### src/rtl/cfg_port_pkg.sv
package cfg_port_pkg;
  localparam int unsigned ADDR_W = 2;
  localparam int unsigned N_REGS = 1 << ADDR_W;

  typedef enum logic [ADDR_W-1:0] {
    SEL_REF  = 2'b00,
    SEL_DIV  = 2'b01,
    SEL_FUNC = 2'b10,
    SEL_INIT = 2'b11
  } sel_e;
endpackage

### src/rtl/pin_sync.sv
module pin_sync #(
  parameter int unsigned STAGES = 2
) (
  input  logic clk_i,
  input  logic rst_ni,
  input  logic pin_i,
  output logic level_o,
  output logic rise_o
);
  logic [STAGES-1:0] pipe_q;
  logic              last_q;

  always_ff @(posedge clk_i or negedge rst_ni) begin
    if (!rst_ni) begin
      pipe_q <= '0;
      last_q <= 1'b0;
    end else begin
      pipe_q <= {pipe_q[STAGES-2:0], pin_i};
      last_q <= pipe_q[STAGES-1];
    end
  end

  assign level_o = pipe_q[STAGES-1];
  assign rise_o  = pipe_q[STAGES-1] & ~last_q;

  AST_RISE_SINGLE: assert property (@(posedge clk_i) disable iff (!rst_ni)
    rise_o |=> !rise_o);
endmodule

### src/rtl/shift_word.sv
module shift_word #(
  parameter int unsigned WORD_W = 24
) (
  input  logic              clk_i,
  input  logic              rst_ni,
  input  logic              shift_i,
  input  logic              bit_i,
  output logic [WORD_W-1:0] word_o
);
  always_ff @(posedge clk_i or negedge rst_ni) begin
    if (!rst_ni)      word_o <= '0;
    else if (shift_i) word_o <= {word_o[WORD_W-2:0], bit_i};
  end

  AST_SHIFT_IN: assert property (@(posedge clk_i) disable iff (!rst_ni)
    shift_i |=> word_o[0] == $past(bit_i));
  AST_SHIFT_HOLD: assert property (@(posedge clk_i) disable iff (!rst_ni)
    !shift_i |=> $stable(word_o));
endmodule

### src/rtl/cfg_reg_bank.sv
module cfg_reg_bank
  import cfg_port_pkg::*;
#(
  parameter int unsigned WORD_W = 24,
  localparam int unsigned BODY_W = WORD_W - ADDR_W
) (
  input  logic                           clk_i,
  input  logic                           rst_ni,
  input  logic                           commit_i,
  input  logic [WORD_W-1:0]              word_i,
  output logic [N_REGS-1:0][BODY_W-1:0]  regs_o,
  output logic                           init_stb_o
);
  logic [ADDR_W-1:0] sel;
  logic [BODY_W-1:0] body;
  logic [N_REGS-1:0] wr_en;

  assign sel  = word_i[ADDR_W-1:0];
  assign body = word_i[WORD_W-1:ADDR_W];

  for (genvar g = 0; g < N_REGS; g++) begin : g_reg
    // the function register also takes initialization writes
    if (g == int'(SEL_FUNC)) begin : g_func
      assign wr_en[g] = commit_i && (sel == SEL_FUNC || sel == SEL_INIT);
    end else begin : g_plain
      assign wr_en[g] = commit_i && (sel == ADDR_W'(g));
    end

    always_ff @(posedge clk_i or negedge rst_ni) begin
      if (!rst_ni)       regs_o[g] <= '0;
      else if (wr_en[g]) regs_o[g] <= body;
    end
  end

  always_ff @(posedge clk_i or negedge rst_ni) begin
    if (!rst_ni) init_stb_o <= 1'b0;
    else         init_stb_o <= commit_i && (sel == SEL_INIT);
  end

  AST_WR_LOADS: assert property (@(posedge clk_i) disable iff (!rst_ni)
    commit_i && sel == SEL_DIV |=> regs_o[SEL_DIV] == $past(body));
endmodule

### src/rtl/serial_cfg_port.sv
module serial_cfg_port
  import cfg_port_pkg::*;
#(
  parameter int unsigned WORD_W      = 24,
  parameter int unsigned SYNC_STAGES = 2,
  parameter int unsigned REF_CNT_W   = 14,
  parameter int unsigned REF_CNT_LSB = 2,
  parameter int unsigned DIV_A_W     = 6,
  parameter int unsigned DIV_A_LSB   = 2,
  parameter int unsigned DIV_B_W     = 13,
  parameter int unsigned DIV_B_LSB   = 8,
  localparam int unsigned BODY_W     = WORD_W - ADDR_W
) (
  input  logic                 clk_i,
  input  logic                 rst_ni,
  input  logic                 ser_clk_i,
  input  logic                 ser_data_i,
  input  logic                 ser_le_i,
  output logic [BODY_W-1:0]    ref_word_o,
  output logic [BODY_W-1:0]    div_word_o,
  output logic [BODY_W-1:0]    func_word_o,
  output logic [BODY_W-1:0]    init_word_o,
  output logic [REF_CNT_W-1:0] ref_count_o,
  output logic [DIV_A_W-1:0]   div_a_o,
  output logic [DIV_B_W-1:0]   div_b_o,
  output logic                 init_stb_o
);
  localparam int unsigned N_PINS = 3;
  localparam int unsigned P_CLK  = 0;
  localparam int unsigned P_DAT  = 1;
  localparam int unsigned P_LE   = 2;

  logic [N_PINS-1:0] pin_raw, pin_lvl, pin_rise;
  logic [WORD_W-1:0] shift_q;
  logic [N_REGS-1:0][BODY_W-1:0] regs;

  assign pin_raw = {ser_le_i, ser_data_i, ser_clk_i};

  for (genvar p = 0; p < N_PINS; p++) begin : g_sync
    pin_sync #(.STAGES(SYNC_STAGES)) u_sync (
      .clk_i  (clk_i),
      .rst_ni (rst_ni),
      .pin_i  (pin_raw[p]),
      .level_o(pin_lvl[p]),
      .rise_o (pin_rise[p])
    );
  end

  shift_word #(.WORD_W(WORD_W)) u_shift (
    .clk_i  (clk_i),
    .rst_ni (rst_ni),
    .shift_i(pin_rise[P_CLK]),
    .bit_i  (pin_lvl[P_DAT]),
    .word_o (shift_q)
  );

  cfg_reg_bank #(.WORD_W(WORD_W)) u_bank (
    .clk_i     (clk_i),
    .rst_ni    (rst_ni),
    .commit_i  (pin_rise[P_LE]),
    .word_i    (shift_q),
    .regs_o    (regs),
    .init_stb_o(init_stb_o)
  );

  assign ref_word_o  = regs[SEL_REF];
  assign div_word_o  = regs[SEL_DIV];
  assign func_word_o = regs[SEL_FUNC];
  assign init_word_o = regs[SEL_INIT];

  assign ref_count_o = ref_word_o[REF_CNT_LSB-ADDR_W +: REF_CNT_W];
  assign div_a_o     = div_word_o[DIV_A_LSB-ADDR_W +: DIV_A_W];
  assign div_b_o     = div_word_o[DIV_B_LSB-ADDR_W +: DIV_B_W];

  AST_NO_COMMIT_HOLD: assert property (@(posedge clk_i) disable iff (!rst_ni)
    !pin_rise[P_LE] |=> $stable(ref_word_o) && $stable(div_word_o)
                        && $stable(func_word_o) && $stable(init_word_o));
  AST_REF_ONLY: assert property (@(posedge clk_i) disable iff (!rst_ni)
    pin_rise[P_LE] && shift_q[ADDR_W-1:0] == SEL_REF |=>
      $stable(div_word_o) && $stable(func_word_o) && $stable(init_word_o));
  AST_INIT_MIRROR: assert property (@(posedge clk_i) disable iff (!rst_ni)
    init_stb_o |-> func_word_o == init_word_o);
  AST_STB_PULSE: assert property (@(posedge clk_i) disable iff (!rst_ni)
    init_stb_o |=> !init_stb_o);
endmodule

### config.mk
export PLATFORM = sky130hd
export DESIGN_NAME = serial_cfg_port
export DESIGN_NICKNAME = d
export VERILOG_FILES = /design/src/rtl/cfg_port_pkg.sv /design/src/rtl/pin_sync.sv /design/src/rtl/shift_word.sv /design/src/rtl/cfg_reg_bank.sv /design/src/rtl/serial_cfg_port.sv
export SDC_FILE = /design/constraint.sdc
export NUM_CORES = 1
export LEC_CHECK = 0
export BUFFER_PORTS_ARGS = -buffer_cell sky130_fd_sc_hd__buf_2
export CORE_ASPECT_RATIO = 1.25
export CORE_MARGIN = 5
export CORE_UTILIZATION = 45
export DETAILED_ROUTE_END_ITERATION = 16
export PLACE_DENSITY = 0.73
export SYNTH_ARGS = -nofsm -noshare
export SYNTH_HDL_FRONTEND = slang
export SYNTH_HIERARCHICAL = 1
export SYNTH_SLANG_ARGS = --single-unit
### constraint.sdc
create_clock -name clk_i -period 1.4 [get_ports clk_i]
set_input_delay 0.14 -clock clk_i [delete_from_list [all_inputs] [get_ports clk_i]]
set_output_delay 0.14 -clock clk_i [all_outputs]
set_load 0.01 [all_outputs]
==> flow_metrics.tcl <==
set metrics [dict create \
    avgViaCountPerCell 4.95 \
    setup_slack_ns -0.0558 \
    globalRouteMet2Util_pct 26.0 \
    grt-ovfl-total 0 \
    p_leak_uw 0.00332 \
    min_path_type "in2async" \
    synth_cells 284 \
    remaining_drc_errors 0 \
    cts_tree "yes" \
    violations "setup timing" \
    finClkSkew_ns 0.00576 \
    drive_gt1_share_pct 68.5 \
    cts_buffer_depth 2 \
    ys_warn_count 6 \
    met3_usage_pct 6.96 \
    grt_pass1_wl_mm 16.0 \
    setup_viol 22 \
    cts.reportedPaths.clkPinSlew_ns 0.05 \
    peakVddDrop_mv 0.979 \
    syn_avg_cell_area_um2 16.8 \
    final_cell_mix "125 x buf_2, 121 x dfrtp_1, 88 x mux2_2" \
    drv_slew 0 \
    die_area_mm2 0.0128 \
    status "complete, but fails checks" \
    nets 411 \
    dp_hpwl_mm 6.91 \
    arrival_ns 1.73 \
    start_util_pct 45.4 \
    drv_cap 0 \
    dp_cells 512 \
    core_mm2 0.0105 \
    clockRootBuffer "clkbuf_16" \
    drt-initial-drc-count 58 \
    crit_path_start_kind "flop" \
    max_freq_mhz 687 \
    rows 42 \
    place.gp.congestion 0.701 \
    htreeDepth 4 \
    final_cells 551 \
    crit_required_ns 1.68 \
    final_common_cell "buf_2" \
    period_minus_slack_ns 1.46 \
    first_global_vias 2966 \
    rsz0062_at_grt "true" \
    grtUsageTotal_pct 16.5 \
    worstSetupEndpointType "flop" \
    port_buffers 126 \
    cp_max_fo 13 \
    grtUsageMet1_pct 20.3 \
    wirelength_mm 10.1 \
    cts_sinks 121 \
    tightest_slew_ns 0.247 \
    utilization_pct 58.1 \
    syn_area_mm2 0.00477 \
    antenna_cells 0 \
    area_growth_pct 28.1 \
    antenna_found_initial 0 \
    numCtsBuffers 17 \
    slew_headroom_pct 83.5 \
    powerDensity_mw_per_mm2 1980 \
    busiest_layer "met2" \
    vias 2726 \
    clk_latency_ns 0.40 \
    critical_path_class "reg2reg" \
    ant_nets 0 \
    die_x_um 102 \
    wire_per_inst_um 18.3 \
    fin_crit_sh_pct 104 \
    die_y_um 125 \
    first_pass_iters 3 \
    io_pins 127 \
    synth_nets 289 \
    final_hold_viol_count 0 \
    grt_max_degree 41 \
]
metal layers:
layer  up-vias  wire length (µm)
met5         -                 0
li1       1196                 -
met1      1410              4110
met2       106              4960
met4         0               133
met3        14               868
worst max-delay path, stage by stage (launching register included):
cell     delay [ns]
dfrtp_1        0.37
nor2b_4        0.18
nor3b_4        0.22
buf_6          0.21
mux2_2         0.35
registers in the layout (all words and copies together) (netlist names):
| register | count |
|---|---|
| u_bank/regs_o | 88 |
| g_sync.u_sync/last_q | 2 |
| u_bank/init_stb_o | 1 |
| g_sync.u_sync/pipe_q | 6 |
| u_shift/word_o | 24 |
metrics by stage:
stage / setup TNS, ns / setup slack (ns) / hold WS [ns] / cell area, µm² / power (µW)
final: -0.860 / -0.0558 / 0.152 / 6110 / 12100
after global routing: -2.86 / -0.117 / 0.156 / 6110 / 12800
after CTS: -1.02 / -0.0625 / 0.132 / 6050 / 12300
after detailed placement: -0.967 / -0.0749 / 0.0254 / 5420 / 8000
after global placement: -0.203 / -0.0165 / 0.0218 / 5420 / 7870
after floorplan: 0 / 0.00692 / -0.156 / 4770 / 6960
final cells by class:
type                       count  area, µm²
clock buffer                  20        447
clock inverter                12        126
fill                         876       4400
inverter                       1       3.75
multi-input combinational    118       1410
sequential                   121       3030
tap                          132        165
timing repair buffer         147        928
report_power, final:
| part | switching, µW | internal (µW) |
|---|---|---|
| Clock | 1500 | 2650 |
| Sequential | 753 | 4360 |
| Combinational | 1250 | 1560 |
path summary, 6_finish.rpt:
check,from,to,slack [ns],cells past startpoint
min in group clk_i,g_sync[0].u_sync/pipe_q[0],g_sync[0].u_sync/pipe_q[1],0.36,0
worst min-delay path,rst_ni,u_bank/regs_o[70],0.15,2
worst max-delay path,g_sync[2].u_sync/pipe_q[1],u_bank/regs_o[7],-0.06,4
worst max register to register,g_sync[2].u_sync/pipe_q[1],u_bank/regs_o[7],-0.06,4
worst min register to register,g_sync[0].u_sync/pipe_q[0],g_sync[0].u_sync/pipe_q[1],0.36,0
max in group asynchronous,rst_ni,u_bank/regs_o[73],0.74,3
timing repair:
action / CTS / global route
cloned: 0 / 1
setup buffers: 0 / 2
endpoints found under the setup margin: 22 / 52
resized for setup: 4 / 5
endpoints found under the hold margin: 124 / 0
hold buffers: 4 / 0
(Power assumes the default switching activity.)
